### src/rtl/pwm_gate_pkg.sv
package pwm_gate_pkg;

    localparam int DEF_CNT_W  = 16;
    localparam int DEF_PERIOD = 2000;
    localparam int DEF_DT_W   = 16;
    localparam int DEF_LEGS   = 2;

    typedef enum logic {
        MODE_BUCK  = 1'b0,
        MODE_BOOST = 1'b1
    } conv_mode_e;

    typedef struct packed {
        logic hi;
        logic lo;
    } leg_drive_t;

    // Map the carrier comparison onto the two switches of one leg.
    function automatic leg_drive_t leg_raw(input logic on_phase, input conv_mode_e mode);
        leg_drive_t d;
        if (mode == MODE_BOOST) begin
            d.lo = on_phase;
            d.hi = ~on_phase;
        end else begin
            d.hi = on_phase;
            d.lo = ~on_phase;
        end
        return d;
    endfunction

endpackage

### src/rtl/pwm_carrier.sv
module pwm_carrier #(
    parameter int CNT_W  = pwm_gate_pkg::DEF_CNT_W,
    parameter int PERIOD = pwm_gate_pkg::DEF_PERIOD
) (
    input  logic             clk,
    input  logic             rst,
    input  logic [CNT_W-1:0] duty_cmd,
    output logic             on_phase
);
    localparam logic [CNT_W-1:0] LAST   = CNT_W'(PERIOD - 1);
    localparam logic [CNT_W-1:0] FULL   = CNT_W'(PERIOD);

    logic [CNT_W-1:0] carrier_q;
    logic [CNT_W-1:0] duty_q;
    logic             wrap;

    assign wrap = (carrier_q == LAST);

    always_ff @(posedge clk) begin
        if (rst) begin
            carrier_q <= '0;
            duty_q    <= '0;
        end else begin
            carrier_q <= wrap ? '0 : carrier_q + 1'b1;
            if (wrap)
                duty_q <= (duty_cmd > FULL) ? FULL : duty_cmd;
        end
    end

    assign on_phase = (carrier_q < duty_q);


    carrier_range_chk: assert property (@(posedge clk) disable iff (rst)
        carrier_q <= LAST);


    carrier_wrap_chk: assert property (@(posedge clk) disable iff (rst)
        (carrier_q == LAST) |=> (carrier_q == '0));


    duty_hold_chk: assert property (@(posedge clk) disable iff (rst)
        (carrier_q != '0) |-> $stable(duty_q));


    duty_clamp_chk: assert property (@(posedge clk) disable iff (rst)
        duty_q <= FULL);

endmodule

### src/rtl/pwm_deadband.sv
module pwm_deadband #(
    parameter int DT_W = pwm_gate_pkg::DEF_DT_W
) (
    input  logic            clk,
    input  logic            rst,
    input  logic            en,
    input  logic            raw,
    input  logic [DT_W-1:0] dead_cnt,
    output logic            gate
);
    logic [DT_W-1:0] run_q;
    logic            gate_q;

    always_ff @(posedge clk) begin
        if (rst || !en || !raw) begin
            run_q  <= '0;
            gate_q <= 1'b0;
        end else if (run_q >= dead_cnt) begin
            gate_q <= 1'b1;
        end else begin
            run_q  <= run_q + 1'b1;
        end
    end

    assign gate = gate_q;


    turn_on_cause_chk: assert property (@(posedge clk) disable iff (rst)
        $rose(gate_q) |-> $past(raw && en));


    turn_off_fast_chk: assert property (@(posedge clk) disable iff (rst)
        !raw |=> !gate_q);


    enable_off_chk: assert property (@(posedge clk) disable iff (rst)
        !en |=> !gate_q);

endmodule

### src/rtl/pwm_gate_gen.sv
module pwm_gate_gen #(
    parameter int CNT_W  = pwm_gate_pkg::DEF_CNT_W,
    parameter int PERIOD = pwm_gate_pkg::DEF_PERIOD,
    parameter int DT_W   = pwm_gate_pkg::DEF_DT_W,
    parameter int LEGS   = pwm_gate_pkg::DEF_LEGS
) (
    input  logic             clk,
    input  logic             rst,
    input  logic             en,
    input  logic             boost_mode,
    input  logic [CNT_W-1:0] duty_cmd,
    input  logic [DT_W-1:0]  dead_cnt,
    output logic [LEGS-1:0]  gate_hi,
    output logic [LEGS-1:0]  gate_lo
);
    import pwm_gate_pkg::*;

    logic       on_phase;
    conv_mode_e mode;

    assign mode = conv_mode_e'(boost_mode);

    pwm_carrier #(.CNT_W(CNT_W), .PERIOD(PERIOD)) u_carrier (
        .clk      (clk),
        .rst      (rst),
        .duty_cmd (duty_cmd),
        .on_phase (on_phase)
    );

    for (genvar i = 0; i < LEGS; i++) begin : g_leg
        leg_drive_t raw;
        // Odd legs run in phase opposition to even legs.
        assign raw = leg_raw((i % 2 == 0) ? on_phase : ~on_phase, mode);

        pwm_deadband #(.DT_W(DT_W)) u_hi (
            .clk (clk), .rst (rst), .en (en), .raw (raw.hi),
            .dead_cnt (dead_cnt), .gate (gate_hi[i])
        );
        pwm_deadband #(.DT_W(DT_W)) u_lo (
            .clk (clk), .rst (rst), .en (en), .raw (raw.lo),
            .dead_cnt (dead_cnt), .gate (gate_lo[i])
        );


        leg_exclusive_chk: assert property (@(posedge clk) disable iff (rst)
            !(gate_hi[i] && gate_lo[i]));
    end


    reset_clear_chk: assert property (@(posedge clk)
        rst |=> (gate_hi == '0 && gate_lo == '0));

endmodule

### config.mk
export PLATFORM = sky130hd
export DESIGN_NAME = pwm_gate_gen
export DESIGN_NICKNAME = d
export VERILOG_FILES = /design/src/rtl/pwm_gate_pkg.sv /design/src/rtl/pwm_carrier.sv /design/src/rtl/pwm_deadband.sv /design/src/rtl/pwm_gate_gen.sv
export SDC_FILE = /design/constraint.sdc
export NUM_CORES = 1
export LEC_CHECK = 0
export BUFFER_PORTS_ARGS = -buffer_cell sky130_fd_sc_hd__buf_2
export CAP_MARGIN = 20
export CELL_PAD_IN_SITES_DETAIL_PLACEMENT = 1
export CELL_PAD_IN_SITES_GLOBAL_PLACEMENT = 2
export CORE_ASPECT_RATIO = 1.25
export CORE_UTILIZATION = 38
export CTS_CLUSTER_SIZE = 20
export DETAILED_ROUTE_END_ITERATION = 8
export PLACE_DENSITY_LB_ADDON = 0.1
export SLEW_MARGIN = 5
export SYNTH_ARGS = -nofsm -noshare
export SYNTH_HDL_FRONTEND = slang
export SYNTH_SLANG_ARGS = --single-unit
### constraint.sdc
create_clock -name clk -period 2.6 [get_ports clk]
set_input_delay 0 -clock clk [delete_from_list [all_inputs] [get_ports clk]]
set_output_delay 0 -clock clk [all_outputs]
set_load 0.01 [all_outputs]
Word level (Yosys, flattened, before mapping)
Index checks and enable logic that the tools add are counted.
{ "totals": {"out_inout_bits": 4, "ff_bits": 100} }
{ "classes": {"bitwise": 1, "n_mux": 3, "order_cmp": 6, "n_eq_ne": 1, "addsub": 5, "reduce_logical": 11} }
{ "op_table": {"columns": ["cell", "n"], "rows": [
  ["16-bit by 1-bit adder with 16-bit output (second input constant)", 5],
  ["16-bit >= comparator", 4],
  ["16-bit by 11-bit equality test with 1-bit output (second input constant)", 1],
  ["16-bit by 11-bit > comparator with 1-bit output (second input constant)", 1],
  ["16-bit less-than comparator", 1],
  ["16-bit two-way mux", 1],
  ["1-bit logical NOT", 5],
  ["1-bit logical OR", 5],
  ["2-bit two-way mux", 2],
  ["2-bit OR reduction", 1],
  ["1-bit inverter", 1]
]} }

Depth between registers and ports, before layout
Gate-level depths: netlist of the first run.
{ "depth": {"ltp_word": 5, "ltp_mapped": 10, "ltp_nobuf": 8} }

By module
A second synthesis of the first run with hierarchy kept.
{ "unflattened": {"cells_unflattened": 838, "area_unflattened_um2": 6855.3} }
{ "modules_own_cells": {"columns": ["module", "cells_each", "seq_area_each_um2", "instances", "area_each_um2"], "rows": [
  ["pwm_deadband (g_leg[0].u_hi ...)", 160, 340.3, 3, 1293.7],
  ["pwm_carrier", 201, 640.6, 1, 1685.4],
  ["pwm_deadband (g_leg[0].u_lo)", 155, 340.3, 1, 1271.2],
  ["pwm_gate_gen", 2, 0.0, 1, 17.5]
]} }

Worst setup path before layout of the first run
OpenSTA, ideal clock, no wires.
{ "synth_timing": {"path_kind": "reg2reg", "start": "reg u_carrier.duty_q[6]", "end": "reg g_leg[0].u_hi.run_q[11]", "slack_ps": 222, "arrival_ps": 2261, "path_stages_with_launch": 10, "synth_period_minus_slack_ps": 2378, "cell_sequence": "dfxtp_1 inv_1 ha_1 a21o_1 a211oi_1 o31ai_1 a2111oi_4 mux2i_1 buf_2 nor2_1"} }
{ "synth_via": {"elab_chain_cells": 5} }
{ "synth_lines": {"columns": ["element", "line", "text"], "rows": [
  ["start, declared", "pwm_carrier.sv:14", "logic [CNT_W-1:0] duty_q;"],
  ["start signal, assigned", "pwm_carrier.sv:26", "duty_q <= (duty_cmd > FULL) ? FULL : duty_cmd;"],
  ["16-bit less-than comparator *", "pwm_carrier.sv:30", "assign on_phase = (carrier_q < duty_q);"],
  ["1-bit inverter", "pwm_gate_pkg.sv:23", "d.hi = ~on_phase;"],
  ["2-bit two-way mux *", "pwm_gate_pkg.sv:21", "if (mode == MODE_BOOST) begin"],
  ["1-bit logical NOT *", "pwm_deadband.sv:15", "if (rst || !en || !raw) begin"],
  ["1-bit logical OR *", "pwm_deadband.sv:15", null],
  ["end signal, assigned", "pwm_deadband.sv:21", "run_q <= run_q + 1'b1;"],
  ["end, declared", "pwm_deadband.sv:11", "logic [DT_W-1:0] run_q;"]
]} }
Every way passes the cells marked *; elsewhere a longest branch is shown, timed or not.
A chain may end at the register's enable or synchronous reset.

Worst setup path in the final report of the first run
{ "layout_timing": {"start": "reg g_leg[1].u_lo.run_q[0]", "end": "reg g_leg[1].u_lo.run_q[11]"} }
{ "layout_via": {"elab_chain_cells": 1, "elab_cells_between_ends": 2, "cone_classes": "1 x add/sub; 1 x order compare"} }
{ "layout_lines": {"columns": ["element", "line"], "rows": [
  ["start, declared", "pwm_deadband.sv:11"],
  ["start signal, assigned", "pwm_deadband.sv:21"],
  ["16-bit by 1-bit adder with 16-bit output or 16-bit >= comparator (tied branches)", "pwm_deadband.sv:21, pwm_deadband.sv:18"]
]} }
Several ways; a longest one is shown, not always the timed one.

==> impl_metrics.ini, run 1 <==
[run_status]
outcome = completed

[synthesis]
ys.warnings.count = 0
synth_edf_count = 0
ys_seq_area_share_pct = 32.28
async_reset_ff_share_pct = 0
syn_inst = 720
synth-seq-cells = 100
syn_area_um2 = 6201
avgSynthCellArea_um2 = 8.612
synth_ff_type = dfxtp_1
synth_cell_types = 51
synth_fp_nets = 840

[sta]
timing.fmax_mhz = 395.9
finalSetupViolCount = 0
timing_worst_slew_pin_value_ps = 656.5
slew_viol_final = 0
period_needed_ps = 2526
finalHoldViolations = 0
setup-tns-final_ps = 0
skew_ps = 8.185
period_share_pct = 97.14
rsz0062_at_grt = yes
timing.slew.headroom_pct = 56.14

[grt]
busiest_layer = met2
grt_antenna_before_repair = 0
overflow = 0
grt_pass1_wl_um = 27780
met3_usage_pct = 3.124
grt_usage_pct = 21.60
grt_use_met1_pct = 24.21
grt_max_degree = 35
grt.met2_usage_pct = 41.14
grt_pass1_vias = 5658

[drt]
ant_nets = 0
drc = 0
dr.pass1.iters = 4
vias_per_cell = 5.402
vias = 5391
wl_per_cell_um = 17.21
drt_iter0_markers = 199
routed_wl_um = 17180

[setup_path]
path_class = reg -> reg
crit_family = compound AO/OA/AOI/OAI gates
critPathLaunchType = register
critPathBufInv = 1
cp_data_arrival_time_ps = 2810
worstSetupEndpointType = register
path_max_fanout = 4
path_cells = inv_1, ha_1, nand2b_1, a2111o_1, a311oi_4, nand2_1, or4_1, a21oi_2
r2r_slack_ps = 70
critPathRequiredTime_ps = 2890
cpPeakStageDelay_ps = 530
slowest_stage = or4_1

[pwr]
p_sw_share_pct = 24.03
ir_worst_vdd_v = 0.0002762
clkPwrFrac_pct = 43.7
intPower_mw = 2.456
power_density_nw_per_um2 = 449.6
p_leak_nw = 2.995
p_comb_share_pct = 8.4
seq_power_share_pct = 48.0
power.switching_mw = 0.7766

[final_layout]
design_area_um2 = 7189
nNetsFinal = 901
drive_above_1_share_pct = 12.34
area_delta_synth_final_pct = 15.94
antenna_cells = 0
n_fill_cell = 1873

[floorplan]
initial_core_util_pct = 39.34
die_x_um = 116.3
die-area_um2 = 16840
die_h_um = 144.8
core-area_um2 = 15760
num_io_pins = 40
rows = 51

[cts]
ctsRootBufferMaster = clkbuf_16
clk_pin_slew_ps = 70
cts_tree = yes
numCtsBuffers = 9
cts_buffer_depth = 2
clock_latency_ps = 350
cts.sinks = 100
htree_levels = 3

[run]
drv_cap = 0

[placed_design]
place_congestion = 0.7737
port_buffers = 39
dp_hpwl_um = 12830
placed_area_um2 = 6746

[worst_hold_path]
holdCritPathClass = in -> reg
-- cell families (layout without fill, tap and decap cells) --
| group | count (synthesis) | in the layout | share of synthesized area, % |
|---|---|---|---|
| and+or+nand+nor | 291 | 292 | 24.27 |
| AOI/OAI and AO/OA | 117 | 117 | 13.12 |
| DFF | 100 | 100 | 32.28 |
| adders and majority gates | 84 | 84 | 16.95 |
| buffers and inverters | 67 | 132 | 4.641 |
| xor gates and xnor gates | 55 | 55 | 7.768 |
| muxes | 6 | 6 | 0.9686 |
-- cells in the final DEF (no fill, tap or decap), types with 14 or more instances in the layout --
cell type / instances
buf_4: 22
nand2_1: 39
nor3_1: 14
inv_1: 46
dfxtp_1: 99
nand3_1: 35
o21ai_1: 18
ha_1: 84
and3_1: 28
nor2_1: 87
nand4_1: 35
a21oi_1: 38
xor2_1: 43
buf_2: 39
-- state kept, by name (all words and copies together) (netlist names) --
signal               flops
g_leg.u_hi.run_q        32
g_leg.u_lo.gate          2
g_leg.u_lo.run_q        32
u_carrier.duty_q        16
u_carrier.carrier_q     16
g_leg.u_hi.gate          2
-- area by class of cell --
cell class	instances	area, µm²	area share, %
multi-input combinational	554	3973	55.26
sequential	100	2003	27.86
timing repair buffer	70	470.5	6.544
tap	212	265.3	3.690
clock buffer	13	260.3	3.620
inverter	46	172.7	2.402
clock inverter	3	45.04	0.6265
-- final timing paths --
path,to,cells after the start,startpoint
worst max register to register,g_leg[1].u_lo.run_q[11],8,g_leg[1].u_lo.run_q[0]
worst min register to register,u_carrier.duty_q[13],2,u_carrier.duty_q[13]
worst min-delay path,u_carrier.duty_q[9],3,duty_cmd[9]
worst max-delay path,g_leg[1].u_lo.run_q[11],8,g_leg[1].u_lo.run_q[0]
-- through the flow --
| stage | cells | hold WS, ps | setup slack [ps] | utilization [%] | power, mW |
|---|---|---|---|---|---|
| after floorplan | 720 | 114.6 | 221.5 | - | 1.738 |
| after global placement | 970 | 223.7 | 109.7 | 42.80 | 1.836 |
| after detailed placement | 970 | 232.6 | 27.66 | 42.80 | 1.849 |
| after CTS | 993 | 1.767 | 5.579 | 45.19 | 3.277 |
| after global routing | 998 | 42.62 | -20.13 | 45.61 | 3.364 |
| final | 998 | 16.10 | 74.36 | 45.61 | 3.232 |
-- synth_stat cells, drive strengths merged (4+ instances only) --
library cell    n  area [µm²]
mux2i           6       60.06
ha             84        1051
and3           28       175.2
a21o            5       37.54
and4            8       70.07
a211oi         10       75.07
nand2          40       152.6
a21oi          43       234.0
a2111o          4       45.04
nor4            4       25.02
nand2b          8       50.05
xor2           43       376.6
nor3           14       70.07
clkbuf          7       26.28
nand4          37       252.7
o21ai          30       150.2
inv            46       172.7
or4             8       60.06
or3            11       68.82
a22oi           4       35.03
nand3          36       185.2
o31ai           8       60.06
xnor2          12       105.1
dfxtp         100        2002
nor2           87       326.6
buf            14       88.84
and2            5       31.28
-- worst reg2reg max path: cells and delay by family, from the launching register on --
kind,cells,cell delay (ps)
compound gates,3,960
fa+ha+maj,1,260
buf+inv,1,80
flops,1,360
simple gates,3,790
-- repair_timing --
action	CTS	global route
setup buffers	0	4
gates resized for setup	0	5
setup endpoints to repair	0	68
hold buffers	7	0
hold endpoints to repair	12	0
-- layer usage --
metal / vias up / share of wire, %
met5: - / 0
met4: 0 / 1.4
met3: 15 / 2.0
met2: 51 / 53
met1: 2625 / 43
li1: 2700 / -
-- power groups by stage --
| stage | clock network, mW | logic (mW) | registers [mW] |
|---|---|---|---|
| 2_1_floorplan | 0 | 0.153 | 1.58 |
| 3_3_place_gp | 0 | 0.250 | 1.59 |
| 3_5_place_dp | 0 | 0.263 | 1.59 |
| 4_1_cts | 1.45 | 0.271 | 1.55 |
| 5_1_grt | 1.51 | 0.304 | 1.55 |
| 6_report | 1.41 | 0.270 | 1.55 |
No activity file was read; power rests on OpenSTA's default activity.
==> inputs of run 2 (changes only) <==
--- a/config.mk
+++ b/config.mk
@@ -10,7 +10,8 @@
 export CELL_PAD_IN_SITES_DETAIL_PLACEMENT = 1
 export CELL_PAD_IN_SITES_GLOBAL_PLACEMENT = 2
 export CORE_ASPECT_RATIO = 1.25
-export CORE_UTILIZATION = 38
+export CORE_UTILIZATION = 39
+export CTS_BUF_LIST = sky130_fd_sc_hd__clkbuf_4
 export CTS_CLUSTER_SIZE = 20
 export DETAILED_ROUTE_END_ITERATION = 8
 export PLACE_DENSITY_LB_ADDON = 0.1
==> run 2 against run 1 <==
Effect of this change:
- first-iteration DRC count rose by 5.5%
- flip-flop and latch count did not move
- sequential power barely moved
- clock skew rose by 17 ps
- non-clock buffer count rose by 3
- die area fell by 2.5%
- register-to-register slack got worse by 20 ps
- count of clock-buffer cells in the layout fell by 4
- clock power fell by 41%
- design area fell by 2.4%
- sequential share of layout area rose by 0.71 points
- largest power group unchanged
==> impl_metrics.ini, run 2 (same netlist as run 1, synthesis figures left out) <==
[run_status]
outcome = completed

[sta]
finalSetupViolCount = 0
rsz0062_at_grt = no
skew_ps = 25.14
period_needed_ps = 2546
timing_worst_slew_pin_value_ps = 667.3
timing.slew.headroom_pct = 55.42
period_share_pct = 97.93
finalHoldViolations = 0
hold_ws_ps = 81.91
slew_viol_final = 0
timing.fmax_mhz = 392.7

[drt]
wl_per_cell_um = 17.18
met2_length_um = 9294
wl_met3_um = 435
drt_iter0_markers = 210
vias = 5415
dr.pass1.iters = 4
highest_layer = met4
vias_per_cell = 5.415
ant_nets = 0
drc = 0
wl_met1_um = 7070
routed_wl_um = 17180

[cts]
htree_levels = 3
clk_pin_slew_ps = 160
cts_tree = yes
numCtsBuffers = 9
cts_buffer_depth = 2
ctsRootBufferMaster = clkbuf_4
cts.sinks = 100
clock_latency_ps = 480

[setup_path]
rr_endpoint = g_leg[1].u_lo.run_q[13]
reg2reg_from = u_carrier.duty_q[6]
path_class = reg -> reg
critPathRequiredTime_ps = 2960
cp_data_arrival_time_ps = 2910
path_max_fanout = 34
r2r_slack_ps = 50
r2r_cells = 10
critPathLaunchType = register
worstSetupEndpointType = register

[worst_hold_path]
min_to = u_carrier.duty_q[6]
worstHoldStart = duty_cmd[11]
hold_depth = 5
holdCritPathClass = in -> reg

[placed_design]
placed_area_um2 = 6739
place_congestion = 0.7892
dp_hpwl_um = 13210
dp_cells = 969
port_buffers = 39

[final_layout]
layout.cells.non_filler = 1000
area_delta_synth_final_pct = 13.20
reg.largest.list = g_leg.u_hi.run_q: 32 flops, g_leg.u_lo.run_q: 32 flops
n_fill_cell = 1891
layout.area.seq_um2 = 2006
layout_commonest_cell = dfxtp_1
final_cell_mix = 97 x dfxtp_1, 87 x nor2_1, 84 x ha_1
drive_above_1_share_pct = 12.07
multi_input_area_um2 = 3945
design_area_um2 = 7019
fin_util_pct = 45.08
nNetsFinal = 903

[floorplan]
die_h_um = 143.0
die_x_um = 114.8
rows = 51
initial_core_util_pct = 39.83
die-area_um2 = 16410
num_io_pins = 40
core-area_um2 = 15570

[pwr]
power_mw = 2.655
ir_worst_vdd_v = 0.0001967
p_leak_nw = 2.953
power_density_nw_per_um2 = 378.2

[grt]
grt_pass1_vias = 5670
grt_usage_pct = 21.94
grt_max_degree = 35
grt_pass1_wl_um = 27810
overflow = 0
grt_antenna_before_repair = 1

[run]
drv_cap = 0
-- run 2: cell types whose count changed in the layout (fill, tap and decap cells not counted), sizes merged --
| cell | before | now |
|---|---|---|
| clkbuf | 13 | 9 |
| buf | 63 | 61 |
| dlygate4sd3 | 7 | 12 |
| diode | 0 | 1 |
| clkinvlp | 2 | 0 |
| clkinv | 0 | 4 |
| inv | 46 | 47 |
| nand2 | 41 | 40 |
-- run 2: routing by layer --
layer / vias to the layer above / track usage [%]
met5: - / 0
met4: 0 / 7.861
met3: 23 / 3.014
met2: 78 / 43.25
met1: 2615 / 23.32
li1: 2699 / -
-- run 2: timing repair --
item,4_1_cts,5_1_grt
pin swaps,1,1
buffers inserted,2,1
hold endpoints to repair,13,0
gates resized for setup,0,5
hold buffers,12,0
endpoints found under the setup margin,68,15
-- run 2: worst max-delay path: stages (launching register included) --
cell and delay [ps]:
dfxtp_1 340, inv_1 60, ha_1 320, a21o_1 190
a211oi_1 280, o31ai_1 170, a2111oi_4 300, buf_4 200
mux2i_4 250, buf_12 230, nor2_1 80
-- run 2: worst max path at each step --
stage                                       from                 endpoint  cells past startpoint
final                        u_carrier.duty_q[6]  g_leg[1].u_lo.run_q[13]                     10
after CTS                 g_leg[1].u_hi.run_q[0]   g_leg[1].u_hi.run_q[9]                      8
after global routing         u_carrier.duty_q[6]   g_leg[1].u_lo.run_q[9]                     10
after global placement    g_leg[1].u_lo.run_q[0]  g_leg[1].u_lo.run_q[11]                      9
after detailed placement  u_carrier.carrier_q[6]   g_leg[1].u_lo.run_q[9]                      8
after floorplan              u_carrier.duty_q[6]  g_leg[0].u_hi.run_q[11]                      9
-- run 2: where the power goes --
part           total (mW)  internal (mW)  switching (mW)
clock network       0.825          0.282           0.543
logic               0.276          0.119           0.156
registers            1.55           1.54         0.00994
total                2.65           1.95           0.709
-- run 2: through the flow --
| stage | worst slack (ps) | setup TNS [ps] |
|---|---|---|
| after floorplan | 221.5 | 0 |
| after global placement | 81.31 | 0 |
| after detailed placement | -22.35 | -322.7 |
| after CTS | 8.949 | 0 |
| after global routing | 3.398 | 0 |
| final | 53.78 | 0 |
-- run 2: layout make-up --
type / count / area share (%)
diodes: 1 / 0.03565
clock buffers: 9 / 0.9626
clock inverters: 6 / 0.7843
inverters: 46 / 2.460
multi-input cells: 553 / 56.20
flip-flops and latches: 100 / 28.57
well taps: 212 / 3.779
repair buffers: 73 / 7.201
==> inputs of run 3 (changes only) <==
--- a/config.mk
+++ b/config.mk
@@ -5,16 +5,17 @@
 export SDC_FILE = /design/constraint.sdc
 export NUM_CORES = 1
 export LEC_CHECK = 0
+export ABC_AREA = 1
 export BUFFER_PORTS_ARGS = -buffer_cell sky130_fd_sc_hd__buf_2
 export CAP_MARGIN = 20
 export CELL_PAD_IN_SITES_DETAIL_PLACEMENT = 1
 export CELL_PAD_IN_SITES_GLOBAL_PLACEMENT = 2
 export CORE_ASPECT_RATIO = 1.25
-export CORE_UTILIZATION = 39
+export CORE_UTILIZATION = 36
 export CTS_BUF_LIST = sky130_fd_sc_hd__clkbuf_4
 export CTS_CLUSTER_SIZE = 20
 export DETAILED_ROUTE_END_ITERATION = 8
-export PLACE_DENSITY_LB_ADDON = 0.1
+export PLACE_DENSITY = 0.8
 export SLEW_MARGIN = 5
 export SYNTH_ARGS = -nofsm -noshare
 export SYNTH_HDL_FRONTEND = slang
==> run 3 against run 2 <==
Effect of this change:
- synthesized area rose by 25%
- largest cell class unchanged
- sequential share of layout area fell by 5.1 points
- global-route usage fell by 1.9 points
- via count rose by 33%
- design area rose by 22%
- register-to-register slack improved by 210 ps
- count of clock-buffer cells in the layout did not move
- critical path depth did not move
- synthesized cell count rose by 61%
- wire length rose by 20%
==> impl_metrics.ini, run 3 <==
[run_status]
outcome = completed

[final_layout]
n_fill_cell = 2800
area_delta_synth_final_pct = 10.39
layout_commonest_cell = nand2_1
final_cell_mix = 275 x nand2_1, 156 x inv_1, 147 x nor2_1
reg.largest.list = g_leg.u_hi.run_q: 32 flops, g_leg.u_lo.run_q: 32 flops
design_area_um2 = 8536
nNetsFinal = 1340
multi_input_area_um2 = 4851
layout.cells.non_filler = 1501
drive_above_1_share_pct = 14.78
layout.area.seq_um2 = 2002

[sta]
slew_viol_final = 0
hold_ws_ps = 112.0
finalHoldViolations = 0
period_needed_ps = 2338
timing.slew.headroom_pct = 68.90
rsz0062_at_grt = no
finalSetupViolCount = 0
skew_ps = 22.22
period_share_pct = 89.92
timing_worst_slew_pin_value_ps = 463.8
timing.fmax_mhz = 427.7
setup-tns-final_ps = 0

[synthesis]
ys_seq_area_share_pct = 25.89
ys.warnings.count = 0
async_reset_ff_share_pct = 0
synth.area.top_cells = dfxtp_1 26%, ha_1 14%, nand2_1 13%
synth-seq-cells = 100
ys_top_cells_by_count = 275 x nand2_1, 156 x inv_1, 147 x nor2_1
yosys.area.top_type_share_pct = 25.89
synth_cell_types = 36
avgSynthCellArea_um2 = 6.654
synth_fp_nets = 1282
yosysMostFrequentCell = nand2_1
synth_edf_count = 0
syn_inst = 1162
synth_area_leader_cell = dfxtp_1
syn_area_um2 = 7732
synth_ff_type = dfxtp_1

[setup_path]
path_max_fanout = 7
slowest_stage = dlygate4sd3_1
critPathLaunchType = register
path_cells = ha_1, nand2_1, inv_2, nand2_1, nor2_1, buf_4, nand3_1, nor2_1, a21oi_1, dlygate4sd3_1
critPathRequiredTime_ps = 3000
cpPeakStageDelay_ps = 600
critPathBufInv = 3
reg2reg_from = u_carrier.carrier_q[0]
cp_data_arrival_time_ps = 2740
path_class = reg -> reg
worstSetupEndpointType = register
crit_family = buffers and inverters
cp-startpoint = u_carrier.carrier_q[0]

[cts]
holdBufCountCts = 23
cts.sinks = 100
numCtsBuffers = 9
cts_resized = 0
clock_latency_ps = 500
cts_tree = yes
clk_pin_slew_ps = 190
cts_buffer_depth = 2
htree_levels = 3
ctsRootBufferMaster = clkbuf_4
post_cts_buffers = 0

[pwr]
power_mw = 2.761
ir_worst_vdd_v = 0.0001711
power_density_nw_per_um2 = 323.4
p_leak_nw = 4.022

[grt]
met3_usage_pct = 1.648
grt.met2_usage_pct = 38.27
overflow = 0
grt_antenna_before_repair = 1
grt_pass1_vias = 7456
busiest_layer = met2
grt_pass1_wl_um = 35680
grt_usage_pct = 20.08
grt_use_met1_pct = 23.23
grt_max_degree = 35

[floorplan]
die_h_um = 165.9
die_x_um = 133.1
num_io_pins = 40
die-area_um2 = 22070
rows = 59
core-area_um2 = 20970
initial_core_util_pct = 36.88

[placed_design]
place_congestion = 0.7587
port_buffers = 39
dp_cells = 1460
dp_hpwl_um = 15760
placed_area_um2 = 8150

[drt]
drt_iter0_markers = 233
drc = 0
dr.pass1.iters = 6
vias_per_cell = 4.783
wl_per_cell_um = 13.72
vias = 7180
ant_nets = 0
routed_wl_um = 20590

[worst_hold_path]
holdCritPathClass = in -> reg
worstHoldStart = en

[run]
drv_cap = 0
run 3: cell types whose count changed after synthesis, sizes merged, moves of 11 or more:
cell | before | now
nand4 | 37 | 11
nand3 | 36 | 114
nand2 | 40 | 322
inv | 46 | 181
o21ai | 30 | 14
and3 | 28 | 0
or3 | 11 | 0
nor2 | 87 | 178
run 3: tightest hold or removal path: stages:
cell	delay (ps)
buf_2	100
inv_1	40
nor2_1	70
nand3_2	100
buf_12	250
nor2_2	40
run 3: report_power, final:
group	switching [mW]	leakage, nW	internal, mW	total, mW
sequential	0.0115	0.806	1.54	1.56
combinational	0.170	3.14	0.0984	0.269
clock	0.628	0.0751	0.308	0.936
run 3: through the flow:
step / utilization, % / setup slack (ps)
2_1_floorplan: - / 931.5
3_3_place_gp: 38.88 / 547.5
3_5_place_dp: 38.88 / 513.5
4_1_cts: 40.69 / 212.6
5_1_grt: 40.71 / 27.88
6_report: 40.71 / 262.1
run 3: worst paths after layout:
path | cells after the start | slack [ps] | end
max | 10 | 260 | u_carrier.duty_q[8]
min | 6 | 110 | g_leg[0].u_hi.run_q[0]
max reg2reg | 10 | 260 | u_carrier.duty_q[8]
min reg2reg | 2 | 460 | u_carrier.duty_q[15]
run 3: logic make-up (layout without fill, tap and decap cells):
group                      after synthesis  count (layout)  synth area share [%]
and+or+nand+nor                        660             660                 39.29
other                                    0               2                     0
DFF                                    100             100                 25.89
buffers and inverters                  205             268                 11.38
adders and majority gates               84              84                 13.59
xor gates and xnor gates                46              46                 5.210
AOI/OAI and AO/OA                       67              67                 4.644
run 3: per-layer routing:
metal | share of wire [%] | up-vias | wire length [µm]
li1 | - | 3753 | -
met1 | 45 | 3355 | 9316
met2 | 52 | 58 | 10680
met3 | 1.5 | 14 | 313
met4 | 1.4 | 0 | 285
met5 | 0 | - | 0
run 3: area by class of cell:
cell class | instances | area share [%]
tap | 274 | 4.016
antenna | 2 | 0.05863
multi-input combinational | 857 | 56.83
inverter | 181 | 7.960
clock buffer | 9 | 0.7916
clock inverter | 7 | 0.9675
timing repair buffer | 71 | 5.922
sequential | 100 | 23.45
